`config.mk`:
```
export PLATFORM = sky130hd
export DESIGN_NAME = diffeq_stepper
export DESIGN_NICKNAME = d
export VERILOG_FILES = /design/src/rtl/diffeq_pkg.sv /design/src/rtl/fx_mul.sv /design/src/rtl/fx_alu.sv /design/src/rtl/diffeq_ctrl.sv /design/src/rtl/diffeq_stepper.sv
export SDC_FILE = /design/constraint.sdc
export NUM_CORES = 2
export LEC_CHECK = 0
export CAP_MARGIN = 20
export CORE_AREA = 5 5 286 288
export CTS_CLUSTER_DIAMETER = 150
export CTS_CLUSTER_SIZE = 8
export DETAILED_ROUTE_END_ITERATION = 16
export DIE_AREA = 0 0 291 293
export DONT_BUFFER_PORTS = 1
export GPL_ROUTABILITY_DRIVEN = 1
export MAX_ROUTING_LAYER = met4
export SYNTH_ARGS = -nofsm -noshare
export SYNTH_HDL_FRONTEND = slang
export SYNTH_SLANG_ARGS = --single-unit
```
`constraint.sdc`:
```
create_clock -name clk -period 9.65 [get_ports clk]
set_input_delay 1.93 -clock clk [delete_from_list [all_inputs] [get_ports clk]]
set_output_delay 1.93 -clock clk [all_outputs]
set_load 0.05 [all_outputs]
```
`src/rtl/diffeq_pkg.sv`:
```
package diffeq_pkg;
  typedef enum logic [2:0] {
    ST_IDLE, ST_S1, ST_S2, ST_S3, ST_S4, ST_HOLD
  } step_t;

  typedef enum logic [1:0] {
    ALU_ADD, ALU_SUB, ALU_LT, ALU_NOP
  } alu_op_t;
endpackage

```
`src/rtl/fx_mul.sv`:
```
module fx_mul #(
  parameter int W    = 16,
  parameter int FRAC = 8
) (
  input  logic [W-1:0] op_a,
  input  logic [W-1:0] op_b,
  output logic [W-1:0] prod
);
  localparam int PW = 2 * W;
  logic [PW-1:0] full;

  always_comb begin
    full = {{W{op_a[W-1]}}, op_a} * {{W{op_b[W-1]}}, op_b};
    prod = full[FRAC +: W];
  end
endmodule

```
`src/rtl/fx_alu.sv`:
```
module fx_alu
  import diffeq_pkg::*;
#(
  parameter int W = 16
) (
  input  alu_op_t      op,
  input  logic [W-1:0] lhs,
  input  logic [W-1:0] rhs,
  output logic [W-1:0] res
);
  always_comb begin
    unique case (op)
      ALU_ADD: res = lhs + rhs;
      ALU_SUB: res = lhs - rhs;
      ALU_LT:  res = {{(W-1){1'b0}}, ($signed(lhs) < $signed(rhs))};
      default: res = '0;
    endcase
  end
endmodule

```
`src/rtl/diffeq_ctrl.sv`:
```
module diffeq_ctrl
  import diffeq_pkg::*;
#(
  parameter int MAX_ITER = 1024
) (
  input  logic  clk,
  input  logic  rst,
  input  logic  in_valid,
  input  logic  res_ready,
  input  logic  exit_flag,
  output step_t step,
  output logic  accept,
  output logic  finish,
  output logic  capped
);
  localparam int IW = $clog2(MAX_ITER + 1);
  localparam logic [IW-1:0] LAST = IW'(MAX_ITER - 1);

  logic [IW-1:0] iter_q;

  assign accept = (step == ST_IDLE) && in_valid;
  assign finish = (step == ST_S4) && (exit_flag || iter_q == LAST);

  always_ff @(posedge clk) begin
    if (rst) begin
      step   <= ST_IDLE;
      iter_q <= '0;
      capped <= 1'b0;
    end else begin
      unique case (step)
        ST_IDLE: if (accept) begin
          step   <= ST_S1;
          iter_q <= '0;
          capped <= 1'b0;
        end
        ST_S1: step <= ST_S2;
        ST_S2: step <= ST_S3;
        ST_S3: step <= ST_S4;
        ST_S4: begin
          if (finish) begin
            step   <= ST_HOLD;
            capped <= !exit_flag;
          end else begin
            step   <= ST_S1;
            iter_q <= iter_q + 1'b1;
          end
        end
        ST_HOLD: if (res_ready) begin
          step   <= ST_IDLE;
          capped <= 1'b0;
        end
        default: step <= ST_IDLE;
      endcase
    end
  end
endmodule

```
`src/rtl/diffeq_stepper.sv`:
```
module diffeq_stepper
  import diffeq_pkg::*;
#(
  parameter int W        = 16,
  parameter int FRAC     = 8,
  parameter int MAX_ITER = 1024
) (
  input  logic         clk,
  input  logic         rst,
  input  logic         in_valid,
  output logic         in_ready,
  input  logic [W-1:0] x_in,
  input  logic [W-1:0] y_in,
  input  logic [W-1:0] u_in,
  input  logic [W-1:0] dx_in,
  input  logic [W-1:0] a_in,
  output logic         busy,
  output logic         res_valid,
  input  logic         res_ready,
  output logic [W-1:0] y_out,
  output logic         timeout
);
  localparam int NMUL = 4;
  localparam int NALU = 2;
  localparam logic [W-1:0] K3 = W'(3) << FRAC;

  step_t step;
  logic  accept, finish, capped;

  logic [W-1:0] x_q, y_q, u_q, dx_q, a_q;
  logic [W-1:0] xn_q, yn_q, t1_q, t2_q, t3_q, t4_q, t5_q, t6_q;
  logic         c_q;

  logic [W-1:0] mul_a [NMUL];
  logic [W-1:0] mul_b [NMUL];
  logic [W-1:0] mul_p [NMUL];
  alu_op_t      alu_op [NALU];
  logic [W-1:0] alu_l [NALU];
  logic [W-1:0] alu_r [NALU];
  logic [W-1:0] alu_y [NALU];

  diffeq_ctrl #(.MAX_ITER(MAX_ITER)) u_ctrl (
    .clk      (clk),
    .rst      (rst),
    .in_valid (in_valid),
    .res_ready(res_ready),
    .exit_flag(c_q),
    .step     (step),
    .accept   (accept),
    .finish   (finish),
    .capped   (capped)
  );

  for (genvar gm = 0; gm < NMUL; gm++) begin : g_mul
    fx_mul #(.W(W), .FRAC(FRAC)) u_mul (
      .op_a(mul_a[gm]),
      .op_b(mul_b[gm]),
      .prod(mul_p[gm])
    );
  end

  for (genvar ga = 0; ga < NALU; ga++) begin : g_alu
    fx_alu #(.W(W)) u_alu (
      .op (alu_op[ga]),
      .lhs(alu_l[ga]),
      .rhs(alu_r[ga]),
      .res(alu_y[ga])
    );
  end

  // Operand steering per control step; each ALU carries one operation per step.
  always_comb begin
    for (int i = 0; i < NMUL; i++) begin
      mul_a[i] = '0;
      mul_b[i] = '0;
    end
    for (int j = 0; j < NALU; j++) begin
      alu_op[j] = ALU_NOP;
      alu_l[j]  = '0;
      alu_r[j]  = '0;
    end
    unique case (step)
      ST_S1: begin
        mul_a[0] = K3;  mul_b[0] = x_q;
        mul_a[1] = u_q; mul_b[1] = dx_q;
        mul_a[2] = K3;  mul_b[2] = y_q;
        alu_op[0] = ALU_ADD; alu_l[0] = x_q; alu_r[0] = dx_q;
        alu_op[1] = ALU_LT;  alu_l[1] = x_q; alu_r[1] = a_q;
      end
      ST_S2: begin
        mul_a[0] = t1_q; mul_b[0] = t2_q;
        mul_a[3] = t3_q; mul_b[3] = dx_q;
        alu_op[0] = ALU_ADD; alu_l[0] = y_q; alu_r[0] = t2_q;
      end
      ST_S3: begin
        alu_op[0] = ALU_SUB; alu_l[0] = u_q; alu_r[0] = t4_q;
      end
      ST_S4: begin
        alu_op[1] = ALU_SUB; alu_l[1] = t6_q; alu_r[1] = t5_q;
      end
      default: ;
    endcase
  end

  always_ff @(posedge clk) begin
    if (rst) begin
      x_q <= '0; y_q <= '0; u_q <= '0; dx_q <= '0; a_q <= '0;
      xn_q <= '0; yn_q <= '0; c_q <= 1'b0;
      t1_q <= '0; t2_q <= '0; t3_q <= '0;
      t4_q <= '0; t5_q <= '0; t6_q <= '0;
    end else begin
      if (accept) begin
        x_q  <= x_in;
        y_q  <= y_in;
        u_q  <= u_in;
        dx_q <= dx_in;
        a_q  <= a_in;
      end
      unique case (step)
        ST_S1: begin
          t1_q <= mul_p[0];
          t2_q <= mul_p[1];
          t3_q <= mul_p[2];
          xn_q <= alu_y[0];
          c_q  <= alu_y[1][0];
        end
        ST_S2: begin
          t4_q <= mul_p[0];
          t5_q <= mul_p[3];
          yn_q <= alu_y[0];
        end
        ST_S3: t6_q <= alu_y[0];
        ST_S4: begin
          x_q <= xn_q;
          y_q <= yn_q;
          u_q <= alu_y[1];
        end
        default: ;
      endcase
    end
  end

  assign in_ready  = (step == ST_IDLE);
  assign busy      = (step == ST_S1) || (step == ST_S2) ||
                     (step == ST_S3) || (step == ST_S4);
  assign res_valid = (step == ST_HOLD);
  assign y_out     = y_q;
  assign timeout   = res_valid && capped;
endmodule

```
* Word-level counts from Yosys, hierarchy flattened
Index checks and enable logic that the tools add are counted.
Operators by class: reduce and logical (&&, ||, !) cells 18, muxes and demuxes 31, $lt $le $gt $ge 2, add/subtract/negate cells 5, $mul 4, eq/ne operators 14
Operator list (count):
- $pmux 16 s3 | 4
- $mux 16 | 8
- $pmux 16 s2 | 4
- $mul 16x16->24 | 4
- $mux 32 | 2
- $add 16x16->16 | 2
- $lt 16x16->1 | 2
- $sub 16x16->16 | 2
- $mux 11 | 2
- $pmux 11 s2 | 1
- $pmux 3 s6 | 1
- $add 11x1->11 const B | 1
- $eq 11x10->1 const B | 1
- $mux 3 | 3
- $pmux 2 s2 | 2
- $eq 3x2->1 const B | 2
- $eq 3x3->1 const B | 2
- $eq 2x1->1 const B | 2
- $eq 2x2->1 const B | 2
- $logic_not 2->1 | 2
- $logic_or 1x1->1 | 4
- $ne 2x1->1 const B | 2
- $ne 2x2->1 const B | 2
- $reduce_and 4->1 | 1
- 11 further kinds | 16
Storage, ports and cells: flip-flop bits (word level) 224, output and inout bits 20

* Logic depth before layout (Yosys ltp)
depth after elaboration 5, depth in mapped cells 31, gate-level depth less buffers 25

* Modules after synthesis
Synthesis repeated with hierarchy kept, for this count alone.
Second synthesis, totals: cells, all modules 5092, area, all modules 44701.6 um^2
By module, submodules not included:
- fx_mul (g_mul[0].u_mul ...) | seq. area each 0.0 um^2, area an instance 7387.1 um^2, times used 2, cells each 844
- diffeq_stepper | seq. area each 4184.0 um^2, area an instance 10794.1 um^2, times used 1, cells each 1103
- fx_mul (g_mul[3].u_mul) | seq. area each 0.0 um^2, area an instance 7490.9 um^2, times used 1, cells each 855
- fx_mul (g_mul[2].u_mul) | seq. area each 0.0 um^2, area an instance 7455.9 um^2, times used 1, cells each 849
- fx_alu | seq. area each 0.0 um^2, area an instance 1691.6 um^2, times used 2, cells each 253
- diffeq_ctrl | seq. area each 300.3 um^2, area an instance 803.3 um^2, times used 1, cells each 91

* Worst setup path before layout
OpenSTA, ideal clock, no wires.
path kind register to register, start point register u_ctrl.step[1], end point register t1_q[9], period minus slack after synthesis 7.060 ns, library setup time 0.071 ns, cell stages (with the launch flop) 29, arrival 6.989 ns, path slack 2.590 ns, path buffers 6, path through dfxtp_1 buf_4 nor3b_2 buf_2 buf_2 buf_2 clkbuf_1 a22o_1 clkbuf_1 nand2_1 fa_1 fa_1 fa_1 fa_1 inv_1 fa_1 inv_1 fa_1 inv_1 ha_1 and3_1 a221oi_1 o22ai_1 a211oi_1 o21bai_1 a21oi_1 xnor2_1 nand2_1 a21oi_1
Between the ends: word-level cells in the longest chain between the ends 3
Ends and longest elaborated chain:
- start: declaration | line diffeq_ctrl.sv:11 | output step_t step,
- start signal: assignment | line diffeq_ctrl.sv:26 | step <= ST_IDLE;
- start signal: assignment | line diffeq_ctrl.sv:32 | step <= ST_S1;
- start signal: assignment | line diffeq_ctrl.sv:36 | ST_S1: step <= ST_S2;
- $eq 3x2->1 or $eq 3x1->1 (tied branches) | line diffeq_stepper.sv:82, diffeq_stepper.sv:119
- $pmux 16 s2 | line diffeq_stepper.sv:82 | unique case (step)
- $mul 16x16->24 | line fx_mul.sv:13 | full = {{W{op_a[W-1]}}, op_a} * {{W{op_b[W-1]}}, op_b};
- end signal: assignment | line diffeq_stepper.sv:121 | t1_q <= mul_p[0];
- end: declaration | line diffeq_stepper.sv:31 | logic [W-1:0] xn_q, yn_q, t1_q, t2_q, t3_q, t4_q, t5_q, t6_q;
Parallel ways exist; a longest one is shown, timed or not. A chain may end at the register's enable or synchronous reset.

* Worst setup path after layout
start point register u_ctrl.step[1], end point register t4_q[9]
Between the ends: word-level cells in the longest chain between the ends 3
Ends and longest elaborated chain:
- $eq 3x2->1 or $eq 3x1->1 (tied branches) | line diffeq_stepper.sv:82, diffeq_stepper.sv:119
- $pmux 16 s2 | line diffeq_stepper.sv:82
- $mul 16x16->24 | line fx_mul.sv:13
- end signal: assignment | line diffeq_stepper.sv:128 | t4_q <= mul_p[0];
- end: declaration | line diffeq_stepper.sv:31
Parallel ways exist; a longest one is shown, timed or not.

==> implementation parameters <==
Parameter                              Value

Die
  Die Outline Area ... 85300 um2
  Number of ports placed on the die boundary ... 104
  Die height ... 293 um
  Starting utilization of the core area ... 44.9%
  Total number of placement rows ... 103
  Std-Cell Core Area ... 78600 um2
  Die W ... 291 um

Routing
  Via count of the routed design ... 28315
  Number of nets with antenna violations after routing ... 0
  Post-route DRC ... 0
  Via count normalized by instance count ... 5.48
  DRT Pass-1 Iters ... 6
  1st-iter DRT viols ... 2519
  Wire per inst ... 21.0 um
  Wire length after detailed routing ... 108 mm

CTS
  Setup Fix Bufs, Post-CTS ... 0
  # resized after CTS ... 0
  Clock buffers created by TritonCTS ... 34
  Clock tree buffer depth ... 3
  TritonCTS clock tree ... built
  Later-pin clock latency in the skew report ... 550 ps
  Number of levels in the clock H-tree ... 2
  Hold bufs inserted after CTS ... 0
  Root Buffer ... sky130_fd_sc_hd__clkbuf_16
  Clock net sink count ... 224
  Post-CTS clock slew at the launch and capture registers of the worst setup and hold paths ... 60 ps

Yosys
  Async set-or-reset flop fraction in the synthesized netlist ... 0%
  Share of synthesized area occupied by flip-flops and latches ... 12.7%
  Total of warnings raised by yosys ... 0
  Syn Inst Count ... 4241
  Number of synthesized flops with an enable pin ... 0
  Leading cell types by total area after synthesis ... sky130_fd_sc_hd__fa_1 (32%), sky130_fd_sc_hd__dfxtp_1 (13%), sky130_fd_sc_hd__ha_1 (11%)
  Number of flip-flops and latches in the synthesized netlist ... 224
  Ys flop type ... sky130_fd_sc_hd__dfxtp_1
  Netlist area before placement ... 35300 um2
  Synth top area share ... 32.2%
  Post-Synthesis Net Count ... 5216
  Post-Syn Area per Cell ... 8.32 um2
  Largest area contributor in the synthesized netlist ... sky130_fd_sc_hd__fa_1
  Yosys cell types ... 80

Timing
  RSZ-0062 raised after global routing ... false
  Sum of negative setup slack ... 0 ps
  Fmax achieved ... 129 MHz
  Final clock period utilization by the worst path ... 80.3%
  Worst slew pin tran ... 1120 ps
  Final setup violation count ... 0
  Final hold viol count ... 0
  Final critical-path setup slack ... 1900 ps
  Slew headroom ... 25.3%
  Final critical path time including I/O delays and setup ... 7750 ps
  Post-Route Skew ... 31.6 ps
  Count of pins over their slew limit ... 0

Setup path
  Critical Path End Type ... flop
  Startpoint types ... flop
  Largest fanout on the critical path ... 119
  Worst r2r path cells ... 24
  CP Launch Point ... u_ctrl.step[1]
  Crit path kind ... reg2reg
  Crit path capture ... t4_q[9]
  End of the worst register-to-register path ... t4_q[9]
  Slack of the worst reg-to-reg path ... 1900 ps
  Data arrival at the endpoint of the critical path ... 8220 ps
  Critical register-to-register path startpoint ... u_ctrl.step[1]
  Data required, critical path ... 10120 ps

Global route
  Grt ovf ... 0
  Met3 usage in global routing ... 4.94%
  Global routing usage on met2 ... 39.7%
  Largest net degree at the start of global routing ... 193
  Global route hottest layer ... met2
  GR Util All Layers ... 26.1%
  Vias in the first global route ... 28672
  Global routing usage on met1 ... 37.2%
  Antenna violations before repair ... 6
  First-pass GRT wire length ... 170 mm

Final layout
  Nets@finish ... 5079
  Post-route cell area ... 37200 um2
  Leading cell types in the layout, fill and taps excluded ... sky130_fd_sc_hd__inv_1 (808), sky130_fd_sc_hd__nand2_1 (646), sky130_fd_sc_hd__fa_1 (568)
  Fraction of layout instances using a drive strength above 1 ... 3.97%
  Most frequent standard cell in the layout excluding fill and tap cells ... sky130_fd_sc_hd__inv_1
  Area overhead of the layout relative to synthesis ... 5.40%

Pwr
  Worst ir drop on vdd ... 0.135 mV
  Power density over the cells ... 75.9 nW/um2
  P_leak ... 18.0 nW

Worst hold path
  Tightest Hold Check Type ... reg2reg

Place
  Setup WS pre-CTS ... 1970 ps
  Post-detailed-placement half-perimeter wirelength ... 84.5 mm
  Area after detailed placement ... 36200 um2
  Placer congestion estimate ... 0.944
  Port Buf Inserts ... 0

Run
  Reported max-cap violation count ... 0

Outcome
  Result of the run ... finished, final reports clean
metrics by stage:
stage | cells | utilization, % | total power (W) | hold slack [ps]
finish | 5163 | 47.3 | 0.00282 | 448
global route | 5162 | 47.3 | 0.00294 | 462
CTS | 5157 | 47.3 | 0.00283 | 445
detailed placement | 5117 | 46.1 | 0.00171 | 437
global placement | 5116 | 46.1 | 0.00171 | 434
floorplan | 4241 | - | 0.00148 | 432
cells in the mapped netlist (4+ instances only):
master	n
sky130_fd_sc_hd__a2111oi_0	4
sky130_fd_sc_hd__a211o_1	4
sky130_fd_sc_hd__a211oi_1	21
sky130_fd_sc_hd__a21o_1	29
sky130_fd_sc_hd__a21oi_1	234
sky130_fd_sc_hd__a221o_1	4
sky130_fd_sc_hd__a221oi_1	23
sky130_fd_sc_hd__a22o_1	25
sky130_fd_sc_hd__a22oi_1	85
sky130_fd_sc_hd__a31oi_1	9
sky130_fd_sc_hd__and2_1	68
sky130_fd_sc_hd__and3_1	203
sky130_fd_sc_hd__and4_1	4
sky130_fd_sc_hd__buf_1	22
sky130_fd_sc_hd__buf_2	15
sky130_fd_sc_hd__clkbuf_1	199
sky130_fd_sc_hd__dfxtp_1	224
sky130_fd_sc_hd__fa_1	568
sky130_fd_sc_hd__ha_1	323
sky130_fd_sc_hd__inv_1	808
sky130_fd_sc_hd__mux2_2	18
sky130_fd_sc_hd__nand2_1	647
sky130_fd_sc_hd__nand2b_1	19
sky130_fd_sc_hd__nand3_1	55
sky130_fd_sc_hd__nand3b_1	10
sky130_fd_sc_hd__nand4_1	7
sky130_fd_sc_hd__nor2_1	235
sky130_fd_sc_hd__nor2b_1	12
sky130_fd_sc_hd__nor3_1	29
sky130_fd_sc_hd__o21a_1	10
sky130_fd_sc_hd__o21ai_0	36
sky130_fd_sc_hd__o21ai_1	7
sky130_fd_sc_hd__o21bai_1	9
sky130_fd_sc_hd__o22ai_1	23
sky130_fd_sc_hd__o31ai_1	4
sky130_fd_sc_hd__or2_2	18
sky130_fd_sc_hd__or3_1	16
sky130_fd_sc_hd__xnor2_1	108
sky130_fd_sc_hd__xor2_1	36
layout make-up:
| cell class | instances | area (um2) |
|---|---|---|
| multi-input combinational | 2970 | 26900 |
| clock buffer | 35 | 855 |
| sequential | 224 | 4490 |
| tap | 1050 | 1310 |
| fill | 7869 | 41400 |
| inverter | 810 | 3040 |
| clock inverter | 5 | 68.8 |
| timing repair buffer | 64 | 531 |
| antenna | 5 | 12.5 |
power by group:
group,switching (W),internal (W)
clock,0.000457,0.000654
sequential,0.000102,0.000968
combinational,0.000434,0.000206
cells by family after synthesis:
family / after synthesis / synth area share (%)
AOI/OAI and AO/OA: 580 / 10.9
muxes: 20 / 0.632
xor gates and xnor gates: 145 / 3.64
adders and majority gates: 891 / 43.7
and+or+nand+nor: 1334 / 17.2
buffers and inverters: 1047 / 11.2
DFF: 224 / 12.7
registers in the layout (all words and copies together), names as in the netlist:
name	count
a_q	16
c_q	1
dx_q	16
t1_q	16
t2_q	16
t3_q	16
t4_q	16
t5_q	16
t6_q	16
u_ctrl.capped	1
u_ctrl.iter_q	11
u_ctrl.step	3
u_q	16
x_q	16
xn_q	16
y_out	16
yn_q	16
worst min-delay path by stage:
stage               startpoint       end  depth (start not counted)
finish                 t6_q[7]   t6_q[7]                          2
global route           t6_q[6]   t6_q[6]                          2
CTS                   t6_q[13]  t6_q[13]                          2
detailed placement    t6_q[13]  t6_q[13]                          2
global placement      t5_q[12]  t5_q[12]                          2
floorplan              t6_q[3]   t6_q[3]                          2
layer usage:
layer | vias to the layer above | routed length, um
li1 | 13059 | -
met1 | 14097 | 48300
met2 | 1031 | 47900
met3 | 128 | 9680
met4 | 0 | 2270
met5 | - | 0
worst max-delay path, cell delays in order, from the launching register on:
cell	delay (ps)
sky130_fd_sc_hd__dfxtp_1	380
sky130_fd_sc_hd__buf_4	410
sky130_fd_sc_hd__nor3b_4	360
sky130_fd_sc_hd__buf_12	420
sky130_fd_sc_hd__a22o_1	590
sky130_fd_sc_hd__nand2_1	170
sky130_fd_sc_hd__fa_1	530
sky130_fd_sc_hd__fa_1	530
sky130_fd_sc_hd__fa_1	510
sky130_fd_sc_hd__inv_1	50
sky130_fd_sc_hd__fa_1	480
sky130_fd_sc_hd__fa_1	490
sky130_fd_sc_hd__inv_1	50
sky130_fd_sc_hd__fa_1	480
sky130_fd_sc_hd__inv_1	40
sky130_fd_sc_hd__ha_1	320
sky130_fd_sc_hd__and3_1	210
sky130_fd_sc_hd__a221oi_1	330
sky130_fd_sc_hd__o22ai_1	180
sky130_fd_sc_hd__a211oi_1	370
sky130_fd_sc_hd__o21bai_1	140
sky130_fd_sc_hd__a21oi_1	190
sky130_fd_sc_hd__xnor2_1	150
sky130_fd_sc_hd__nand2_1	80
sky130_fd_sc_hd__a21oi_1	140
No activity file was read; power rests on OpenSTA's default activity.
